[src/rtl/sdram_ref_pkg.sv]
package sdram_ref_pkg;

  typedef enum logic [1:0] {
    CMD_NOP  = 2'b00,
    CMD_AREF = 2'b01,
    CMD_SREF = 2'b10
  } ref_cmd_e;

  typedef enum logic [3:0] {
    ST_IDLE,
    ST_REQ_AREF,
    ST_ISSUE_AREF,
    ST_TRC_WAIT,
    ST_REQ_SREF,
    ST_SREF_ENTER,
    ST_SREF_HOLD,
    ST_EXIT_NOP,
    ST_EXIT_TRC,
    ST_CU_ISSUE,
    ST_CU_WAIT
  } ref_state_e;

  // Cycles between periodic refreshes: share of the retention window per row, less margin.
  function automatic int unsigned interval_cycles(input int unsigned clk_mhz,
                                                  input int unsigned window_us,
                                                  input int unsigned rows,
                                                  input int unsigned margin);
    int unsigned raw;
    raw = (clk_mhz * window_us) / rows;
    return (raw > margin + 1) ? raw - margin : 2;
  endfunction

  function automatic int unsigned max3(input int unsigned a, input int unsigned b,
                                       input int unsigned c);
    int unsigned m;
    m = (a > b) ? a : b;
    return (m > c) ? m : c;
  endfunction

endpackage

[src/rtl/ref_interval_timer.sv]
module ref_interval_timer #(
  parameter int unsigned INTERVAL = 3890
) (
  input  logic clk,
  input  logic rst_n,
  input  logic run_i,
  input  logic reload_i,
  input  logic serve_i,
  output logic due_o,
  output logic expire_o
);
  localparam int unsigned CW = $clog2(INTERVAL + 1);
  localparam logic [CW-1:0] RELOAD = CW'(INTERVAL - 1);

  logic [CW-1:0] cnt_q;
  logic          due_q;

  assign expire_o = run_i && (cnt_q == '0);
  assign due_o    = due_q;

  always_ff @(posedge clk) begin
    if (!rst_n) begin
      cnt_q <= RELOAD;
      due_q <= 1'b0;
    end else begin
      if (reload_i) begin
        cnt_q <= RELOAD;
      end else if (run_i) begin
        cnt_q <= (cnt_q == '0) ? RELOAD : cnt_q - 1'b1;
      end
      if (reload_i)      due_q <= 1'b0;
      else if (expire_o) due_q <= 1'b1;
      else if (serve_i)  due_q <= 1'b0;
    end
  end


  due_hold_chk: assert property (@(posedge clk) disable iff (!rst_n)
    (due_o && !serve_i && !reload_i) |=> due_o);

endmodule

[src/rtl/ref_wait_timer.sv]
module ref_wait_timer #(
  parameter int unsigned W = 4
) (
  input  logic         clk,
  input  logic         rst_n,
  input  logic         load_i,
  input  logic [W-1:0] load_val_i,
  output logic         done_o
);
  logic [W-1:0] cnt_q;

  assign done_o = (cnt_q == '0);

  always_ff @(posedge clk) begin
    if (!rst_n)             cnt_q <= '0;
    else if (load_i)        cnt_q <= load_val_i;
    else if (cnt_q != '0)   cnt_q <= cnt_q - 1'b1;
  end


  wait_count_chk: assert property (@(posedge clk) disable iff (!rst_n)
    (!load_i && !done_o) |=> (cnt_q == $past(cnt_q) - 1'b1));

endmodule

[src/rtl/ref_burst_counter.sv]
module ref_burst_counter #(
  parameter int unsigned ROWS = 4096
) (
  input  logic clk,
  input  logic rst_n,
  input  logic load_i,
  input  logic dec_i,
  output logic empty_o
);
  generate
    if (ROWS == 1) begin : g_single
      logic left_q;
      always_ff @(posedge clk) begin
        if (!rst_n)      left_q <= 1'b0;
        else if (load_i) left_q <= 1'b1;
        else if (dec_i)  left_q <= 1'b0;
      end
      assign empty_o = !left_q;
    end else begin : g_count
      localparam int unsigned BW = $clog2(ROWS + 1);
      logic [BW-1:0] left_q;
      always_ff @(posedge clk) begin
        if (!rst_n)      left_q <= '0;
        else if (load_i) left_q <= BW'(ROWS);
        else if (dec_i)  left_q <= left_q - 1'b1;
      end
      assign empty_o = (left_q == '0);
    end
  endgenerate


  burst_underflow_chk: assert property (@(posedge clk) disable iff (!rst_n)
    dec_i |-> !empty_o);

endmodule

[src/rtl/ref_ctrl_fsm.sv]
module ref_ctrl_fsm
  import sdram_ref_pkg::*;
#(
  parameter int unsigned TRC_CYC   = 9,
  parameter int unsigned TRAS_CYC  = 11,
  parameter int unsigned EXIT_NOPS = 2,
  parameter int unsigned WW        = 4
) (
  input  logic          clk,
  input  logic          rst_n,
  input  logic          sleep_req_i,
  input  logic          ref_gnt_i,
  input  logic          due_i,
  input  logic          wait_done_i,
  input  logic          burst_empty_i,
  output logic          ref_req_o,
  output logic          bus_own_o,
  output logic          cke_o,
  output ref_cmd_e      cmd_o,
  output logic          timer_run_o,
  output logic          timer_serve_o,
  output logic          timer_reload_o,
  output logic          wait_load_o,
  output logic [WW-1:0] wait_val_o,
  output logic          burst_load_o,
  output logic          burst_dec_o
);
  localparam logic [WW-1:0] LD_GAP  = WW'(TRC_CYC - 2);
  localparam logic [WW-1:0] LD_HOLD = WW'(TRAS_CYC - 2);
  localparam logic [WW-1:0] LD_NOPS = WW'(EXIT_NOPS - 1);
  localparam logic [WW-1:0] LD_RCV  = WW'(TRC_CYC - 1);

  ref_state_e state_q, state_d;

  always_ff @(posedge clk) begin
    if (!rst_n) state_q <= ST_IDLE;
    else        state_q <= state_d;
  end

  always_comb begin
    state_d        = state_q;
    wait_load_o    = 1'b0;
    wait_val_o     = '0;
    burst_load_o   = 1'b0;
    burst_dec_o    = 1'b0;
    timer_reload_o = 1'b0;
    unique case (state_q)
      ST_IDLE: begin
        if (due_i)            state_d = ST_REQ_AREF;
        else if (sleep_req_i) state_d = ST_REQ_SREF;
      end
      ST_REQ_AREF: if (ref_gnt_i) state_d = ST_ISSUE_AREF;
      ST_ISSUE_AREF: begin
        state_d     = ST_TRC_WAIT;
        wait_load_o = 1'b1;
        wait_val_o  = LD_GAP;
      end
      ST_TRC_WAIT: if (wait_done_i) state_d = ST_IDLE;
      ST_REQ_SREF: begin
        if (!sleep_req_i)   state_d = ST_IDLE;
        else if (ref_gnt_i) state_d = ST_SREF_ENTER;
      end
      ST_SREF_ENTER: begin
        state_d     = ST_SREF_HOLD;
        wait_load_o = 1'b1;
        wait_val_o  = LD_HOLD;
      end
      ST_SREF_HOLD: begin
        if (wait_done_i && !sleep_req_i) begin
          state_d      = ST_EXIT_NOP;
          wait_load_o  = 1'b1;
          wait_val_o   = LD_NOPS;
          burst_load_o = 1'b1;
        end
      end
      ST_EXIT_NOP: begin
        if (wait_done_i) begin
          state_d     = ST_EXIT_TRC;
          wait_load_o = 1'b1;
          wait_val_o  = LD_RCV;
        end
      end
      ST_EXIT_TRC: if (wait_done_i) state_d = ST_CU_ISSUE;
      ST_CU_ISSUE: begin
        state_d     = ST_CU_WAIT;
        wait_load_o = 1'b1;
        wait_val_o  = LD_GAP;
        burst_dec_o = 1'b1;
      end
      ST_CU_WAIT: begin
        if (wait_done_i) begin
          if (burst_empty_i) begin
            state_d        = ST_IDLE;
            timer_reload_o = 1'b1;
          end else begin
            state_d = ST_CU_ISSUE;
          end
        end
      end
      default: state_d = ST_IDLE;
    endcase
  end

  always_comb begin
    ref_req_o     = (state_q == ST_REQ_AREF) || (state_q == ST_REQ_SREF);
    cke_o         = !((state_q == ST_SREF_ENTER) || (state_q == ST_SREF_HOLD));
    bus_own_o     = !((state_q == ST_IDLE) || ref_req_o);
    timer_run_o   = (state_q == ST_IDLE) || (state_q == ST_REQ_AREF) ||
                    (state_q == ST_ISSUE_AREF) || (state_q == ST_TRC_WAIT) ||
                    (state_q == ST_REQ_SREF);
    timer_serve_o = (state_q == ST_ISSUE_AREF) || (state_q == ST_SREF_ENTER);
    case (state_q)
      ST_ISSUE_AREF, ST_CU_ISSUE: cmd_o = CMD_AREF;
      ST_SREF_ENTER:              cmd_o = CMD_SREF;
      default:                    cmd_o = CMD_NOP;
    endcase
  end


  pending_quiet_chk: assert property (@(posedge clk) disable iff (!rst_n)
    (ref_req_o && !ref_gnt_i) |=> (cmd_o == CMD_NOP));


  aref_recovery_chk: assert property (@(posedge clk) disable iff (!rst_n)
    (cmd_o == CMD_AREF) |=> (cmd_o == CMD_NOP && bus_own_o));


  sref_cke_chk: assert property (@(posedge clk) disable iff (!rst_n)
    (cmd_o == CMD_SREF) |-> !cke_o);


  exit_nop_chk: assert property (@(posedge clk) disable iff (!rst_n)
    $rose(cke_o) |-> (cmd_o == CMD_NOP && bus_own_o));

endmodule

[src/rtl/sdram_refresh_mgr.sv]
module sdram_refresh_mgr
  import sdram_ref_pkg::*;
#(
  parameter int unsigned CLK_MHZ   = 250,
  parameter int unsigned WINDOW_US = 64000,
  parameter int unsigned ROWS      = 4096,
  parameter int unsigned MARGIN    = 16,
  parameter int unsigned TRC_CYC   = 17,
  parameter int unsigned TRAS_CYC  = 11,
  parameter int unsigned EXIT_NOPS = 2
) (
  input  logic       clk,
  input  logic       rst_n,
  input  logic       sleep_req_i,
  input  logic       ref_gnt_i,
  output logic       ref_req_o,
  output logic       bus_own_o,
  output logic       cke_o,
  output logic [1:0] cmd_o
);
  localparam int unsigned INTERVAL = interval_cycles(CLK_MHZ, WINDOW_US, ROWS, MARGIN);
  localparam int unsigned WW       = $clog2(max3(TRC_CYC, TRAS_CYC, EXIT_NOPS) + 1);
  localparam int unsigned LW       = $clog2(TRAS_CYC + 2);

  logic          due, expire;
  logic          wait_done, burst_empty;
  logic          timer_run, timer_serve, timer_reload;
  logic          wait_load, burst_load, burst_dec;
  logic [WW-1:0] wait_val;
  ref_cmd_e      cmd;

  // Named events for the properties below.
  logic aref_issue, sref_entry;
  assign aref_issue = (cmd == CMD_AREF);
  assign sref_entry = (cmd == CMD_SREF);
  assign cmd_o      = cmd;

  ref_interval_timer #(.INTERVAL(INTERVAL)) u_interval (
    .clk(clk), .rst_n(rst_n), .run_i(timer_run), .reload_i(timer_reload),
    .serve_i(timer_serve), .due_o(due), .expire_o(expire)
  );

  ref_wait_timer #(.W(WW)) u_wait (
    .clk(clk), .rst_n(rst_n), .load_i(wait_load), .load_val_i(wait_val),
    .done_o(wait_done)
  );

  ref_burst_counter #(.ROWS(ROWS)) u_burst (
    .clk(clk), .rst_n(rst_n), .load_i(burst_load), .dec_i(burst_dec),
    .empty_o(burst_empty)
  );

  ref_ctrl_fsm #(
    .TRC_CYC(TRC_CYC), .TRAS_CYC(TRAS_CYC), .EXIT_NOPS(EXIT_NOPS), .WW(WW)
  ) u_fsm (
    .clk(clk), .rst_n(rst_n), .sleep_req_i(sleep_req_i), .ref_gnt_i(ref_gnt_i),
    .due_i(due), .wait_done_i(wait_done), .burst_empty_i(burst_empty),
    .ref_req_o(ref_req_o), .bus_own_o(bus_own_o), .cke_o(cke_o), .cmd_o(cmd),
    .timer_run_o(timer_run), .timer_serve_o(timer_serve),
    .timer_reload_o(timer_reload), .wait_load_o(wait_load), .wait_val_o(wait_val),
    .burst_load_o(burst_load), .burst_dec_o(burst_dec)
  );

  // Low-time counter used only by the hold-time property.
  logic [LW-1:0] low_cnt_q;
  always_ff @(posedge clk) begin
    if (!rst_n)                        low_cnt_q <= '0;
    else if (cke_o)                    low_cnt_q <= '0;
    else if (low_cnt_q != LW'(TRAS_CYC)) low_cnt_q <= low_cnt_q + 1'b1;
  end


  tras_hold_chk: assert property (@(posedge clk) disable iff (!rst_n)
    $rose(cke_o) |-> (low_cnt_q == LW'(TRAS_CYC)));


  sref_from_grant_chk: assert property (@(posedge clk) disable iff (!rst_n)
    sref_entry |-> ($past(ref_gnt_i) && $past(ref_req_o)));


  expire_in_service_chk: assert property (@(posedge clk) disable iff (!rst_n)
    expire |-> cke_o);


  aref_owned_chk: assert property (@(posedge clk) disable iff (!rst_n)
    aref_issue |-> (bus_own_o && cke_o));

endmodule

[config.mk]
export PLATFORM = sky130hd
export DESIGN_NAME = sdram_refresh_mgr
export DESIGN_NICKNAME = d
export VERILOG_FILES = /design/src/rtl/sdram_ref_pkg.sv /design/src/rtl/ref_interval_timer.sv /design/src/rtl/ref_wait_timer.sv /design/src/rtl/ref_burst_counter.sv /design/src/rtl/ref_ctrl_fsm.sv /design/src/rtl/sdram_refresh_mgr.sv
export SDC_FILE = /design/constraint.sdc
export NUM_CORES = 1
export LEC_CHECK = 0
export CAP_MARGIN = 0
export CORE_MARGIN = 2
export CORE_UTILIZATION = 57
export CTS_BUF_LIST = sky130_fd_sc_hd__clkbuf_16
export CTS_CLUSTER_DIAMETER = 80
export DETAILED_ROUTE_END_ITERATION = 6
export GPL_TIMING_DRIVEN = 0
export HOLD_SLACK_MARGIN = 0.15
export PLACE_DENSITY = 0.88
export SLEW_MARGIN = 40
export SYNTH_ARGS = -nofsm -noshare
export SYNTH_HDL_FRONTEND = slang
export SYNTH_SLANG_ARGS = --single-unit
[constraint.sdc]
create_clock -name clk -period 2.69 [get_ports clk]
set_input_delay 0.538 -clock clk [delete_from_list [all_inputs] [get_ports clk]]
set_output_delay 0.538 -clock clk [all_outputs]
set_load 0.02 [all_outputs]
# Word level (Yosys, flattened, before mapping)
# Cells that the tools add are included.
# totals
register_bits	35
latch_bits	0
ramBits	0
rom_bits	0
input_bits	4
output_inout_bits	5
wordCells	85
memories	0
# op_classes
addsub	3
mul	0
n_div	0
order_cmp	0
n_eq_ne	18
n_shift	0
mux	31
n_bitwise	1
n_reduce_logical	26
# ops
operator	count
2-to-1 mux 4 bit	11
one-hot mux 4 bit (11 select lines)	1
2-to-1 mux 13 bit	2
one-hot mux 5 bit (4 select lines)	1
equality test 4 x 3 -> 1 bit (second input constant)	4
2-to-1 mux 5 bit	3
logical NOT 13 bit	1
subtractor 13 x 1 -> 13 bit (second input constant)	1
equality test 4 bit (second input constant)	3
logical NOT 12 bit	1
2-to-1 mux 12 bit	1
subtractor 12 x 1 -> 12 bit (second input constant)	1
2-to-1 mux 1 bit	10
!= test 2 x 1 -> 1 bit (second input constant)	5
equality test 4 x 2 -> 1 bit (second input constant)	2
logical OR 1 bit	8
AND reduction 8 bit	1
!= test 3 bit (second input constant)	2
nonzero test 2 bit	3
OR reduction 2 bit	3
logical NOT 5 bit	1
nonzero test 5 bit	1
subtractor 5 x 1 -> 5 bit (second input constant)	1
equality test 4 x 1 -> 1 bit (second input constant)	1
other kinds (8)	11

# Logic depth before layout (Yosys ltp)
# depth
word_depth	7
ltp_mapped	7
ltp_nobuf	6

# By module
# From an unflattened synthesis, not the netlist that was laid out.
# hier_totals
hier_cells	251
area_unflattened_um2	2089.5
# modules_own_cells
mod	n_inst	cells_each	area_per_inst_um2	seq_area_each_um2
ref_burst_counter	1	71	654.4	260.2
ref_interval_timer	1	65	598.1	260.2
ref_ctrl_fsm	1	81	536.8	80.1
ref_wait_timer	1	34	300.3	100.1

# Least setup slack after synthesis
# OpenSTA, ideal clock, no wires.
# synth_path
path_kind	register to output
start	register u_fsm.state_q[2]
end	output port ref_req_o
arrival_ns	1.407
required_time_ns	2.152
slack_ns	0.745
stages_incl_launch_ff	5
path_buffers	2
cell_sequence	dfxtp_1 clkbuf_1 buf_2 nand2b_1 a21boi_0
# synth_via
elab_chain_len	2
word_cells_on_any_way	3
cone_classes	eq/ne: 2; reduce/logical: 1
# synth_lines
element	line_no	text
from (decl)	ref_ctrl_fsm.sv:33	ref_state_e state_q, state_d;
from (signal assigned)	ref_ctrl_fsm.sv:37	else state_q <= state_d;
equality test 4 x 1 -> 1 bit or equality test 4 x 3 -> 1 bit (tied branches)	ref_ctrl_fsm.sv:105	ref_req_o = (state_q == ST_REQ_AREF) || (state_q == ST_REQ_SREF);
logical OR 1 bit (*)	ref_ctrl_fsm.sv:105	
to (decl)	sdram_refresh_mgr.sv:16	output logic ref_req_o,
# Every way passes the cells marked *; elsewhere a longest branch is shown, timed or not.

# Final worst setup path
# layout_path
start	register u_fsm.state_q[0]
end	output port cmd_o[1]
# layout_via
elab_chain_len	3
word_cells_on_any_way	5
cone_classes	eq/ne: 3; mux: 1; reduce/logical: 1
# layout_lines
element	line_no	text
equality test 4 bit or equality test 4 x 2 -> 1 bit (tied branches)	ref_ctrl_fsm.sv:112	case (state_q)
OR reduction 2 bit (no source line)	n/a	
one-hot mux 2 bit (2 select lines) (*)	ref_ctrl_fsm.sv:112	
to (decl)	sdram_refresh_mgr.sv:19	output logic [1:0] cmd_o
# Marks and branches as above.

==> metrics.md <==
| Metric | Value |
|---|---|
| Number of max-cap violations | 0 |
| Setup bufs post-CTS | 0 |
| Library cells used by synthesis | 58 |
| Crit path DAT | 2.00 ns |
| Simple logic cell fraction of the synthesized area | 0.317 |
| CTS Buf Count | 5 |
| Outcome | finished, final reports clean |
| Multi-input logic area | 1300 um^2 |
| Sequential-to-total area share from yosys stat | 0.335 |
| Register area | ~700 um^2 |
| Beginning of the worst hold path | u_burst.g_count.left_q[11]$_SDFFE_PP0P_ |
| Placed cells | 306 |
| Total number of vias | roughly 1900 |
| Post-Syn Instances | 251 |
| Final HPWL DP | 3320 um |
| # IOs | 9 |
| Routed length per instance | roughly 15 um |
| Power per cell area | 924 nW/um^2 |
| Design Area, Final | around 2400 um^2 |
| Hold Path Class | reg2reg |
| Fin crit share | 0.945 |
| Initial antenna violation count | 0 |
| Clk root buf | clkbuf_16 |
| Main area contributors after synthesis | dfxtp_1 34%, o21ai_0 3.6%, a21oi_1 3.4%, nor2_1 3.1%, ha_1 3.0% |
| Site row count | 22 |
| Vias in the first global route | approximately 1900 |
| Required @ worst endpoint | roughly 2.2 ns |
| Die Span Y | between 60 and 70 um |
| Xor/xnor share of the synthesized area | 0.0503 |
| Compound-Gate Fraction of Synth Area | 0.203 |
| # clock sinks | 35 |
| Maximum fanout along the worst path | 12 |
| H-tree depth | 2 |
| Achievable frequency | between 300 and 400 MHz |
| FFs w/ async S/R, synth | 0 |
| Post-synth top area share | 0.335 |
| Largest family of logic cells by synthesized area | simple AND/OR/NAND/NOR gates |
| Setup ws final | roughly 0.15 ns |
| Routed wire length | 4710 um |
| Startpoint types | flop |
| Post-synth top cells | 35 x dfxtp_1, 17 x nor2_1, 15 x o21ai_0, 14 x a21oi_1, 14 x nand2_1 |
| Slew @ Worst Pin | about 0.7 ns |
| Rel. slew slack | 0.531 |
| P_leak | between 0.8 and 0.9 nW |
| Worst reg2reg path startpoint | u_wait.cnt_q[0]$_SDFFE_PN0P_ |
| Layout Cells excl Fill | a little over 300 |
| RePlAce Congestion | ~0.92 |
| Reg2reg setup slack | roughly 0.55 ns |
| Yosys warning count | 0 |
| Antenna cells | 0 |
| Die Wd | 64.6 um |
| Final setup viols | 0 |
| Area post-placement | ~2200 um^2 |
| Share of cells above drive strength 1 | 0.125 |
| Grt ovf | 0 |
| Fillers | just over 300 |
| WHS | 0.491 ns |
| Nets@finish | ~270 |
| Mux cell area share after synthesis | 0.0197 |
| Fin. max-slew vios | 0 |
| Main flop type after synthesis | dfxtp_1 |
| Global-route wire length before repair | 8250 um |
| Synth-to-Final Area Change | 12.8% |
| Antenna viol nets, final | 0 |
| Worst-path clk slew | about 0.05 ns |
| DRT Pass-1 Iters | 4 |
| Setup CP Type | reg2out |
| Flops & latches, synth | 35 |
| Largest net degree at the start of global routing | 14 |
| Syn nets | 260 |
| CP endpoint kind | output pin |
| All-layer global routing usage | 0.252 |
| Worst ir drop on vdd | 0.502 mV |
| Via density | 6.16 |
| Final hold viol count | 0 |
| Adder-cell area share of the yosys netlist | 0.0299 |
| # DRC | 0 |
| Unrepaired setup endpoints after global routing | no |
| Total negative setup slack | 0 ns |
| Port bufs | 7 |
| Placement Setup Slack | -0.0280 ns |
| Starting Density | 0.580 |
| Iter 0 DRT Violations | around 200 |
| Avg Inst Size Synth | about 8.3 um^2 |
| Yosys top cell by area | dfxtp_1 |
| Post-synth EDFFs | 0 |
| Core ar. | 3610 um^2 |
| Clock Latency Late Sink | between 0.2 and 0.3 ns |
| Critical Path Start | u_fsm.state_q[0]$_SDFFE_PN0P_ |
| Cell with the most instances after synthesis | dfxtp_1 |
| CTS max path bufs | 2 |
| CTS tree | built |
| Crit path time final | around 2.5 ns |
| Cell Area, Synth | 2090 um^2 |
| Die ar. | roughly 4200 um^2 |
| Worst Skew | roughly 0.0076 ns |
sequential cells by signal (all words and copies together), names as in the netlist:
name,count
u_fsm.state_q,4
u_burst.g_count.left_q,13
u_interval.due_o,1
u_wait.cnt_q,5
u_interval.cnt_q,12
final cells by class:
type                       count  area share
tap                           48      0.0255
clock inverter                 3     0.00477
multi-input combinational    193       0.551
clock buffer                   5      0.0531
sequential                    35       0.299
buffer                         8      0.0175
inverter                      12      0.0191
timing repair buffer           7      0.0302
metal layers:
layer / track usage / up-vias / share of wire
met5: 0 / - / 0
met4: 0.133 / 0 / 0.021
met3: 0.0451 / 10 / 0.040
met2: 0.426 / 43 / 0.49
met1: 0.304 / 907 / 0.45
li1: - / 957 / -
placed cells by master (no fill, tap or decap), drive strengths merged, types with 7 or more instances in the layout:
cell,Yosys,final
a21oi,14,14
clkbuf,6,8
dfxtp,35,35
inv,12,13
nand2,14,14
nand3,7,7
nor2,17,17
nor3,8,8
nor4,7,7
o21ai,15,15
or3,9,9
or4,8,8
logic make-up after synthesis:
logic type	count (synthesis)
DFF	35
and+or+nand+nor	111
muxes	4
xor gates and xnor gates	12
AOI/OAI and AO/OA	61
buffers and inverters	23
adders and majority gates	5
worst max-delay path, stage by stage, from the launching register on:
cell and delay, ns:
dfxtp_2 0.43, clkbuf_2 0.24, nor2b_2 0.24, nand2_1 0.15
inv_1 0.08, clkdlybuf4s50_1 0.59
what timing repair did:
action,CTS,global route
hold buffers,0,0
resized for setup,4,6
endpoints found under the setup margin,4,3
through the flow:
stage,power [mW],utilization
finish,2.18,0.654
floorplan,1.42,-
detailed placement,1.66,0.616
global route,2.34,0.654
CTS,2.18,0.651
global placement,1.63,0.616
power by group:
part           internal, mW  total, mW  switching [mW]
sequential            0.606      0.729           0.122
clock                 0.332      0.530           0.198
combinational         0.432      0.921           0.489
final timing paths:
path,end,cells after the start
worst min register to register,u_burst.g_count.left_q[11]$_SDFFE_PP0P_,2
worst max-delay path,cmd_o[1],5
worst min-delay path,u_burst.g_count.left_q[11]$_SDFFE_PP0P_,2
worst max register to register,u_burst.g_count.left_q[9]$_SDFFE_PP0P_,7
(Power assumes the default switching activity.)
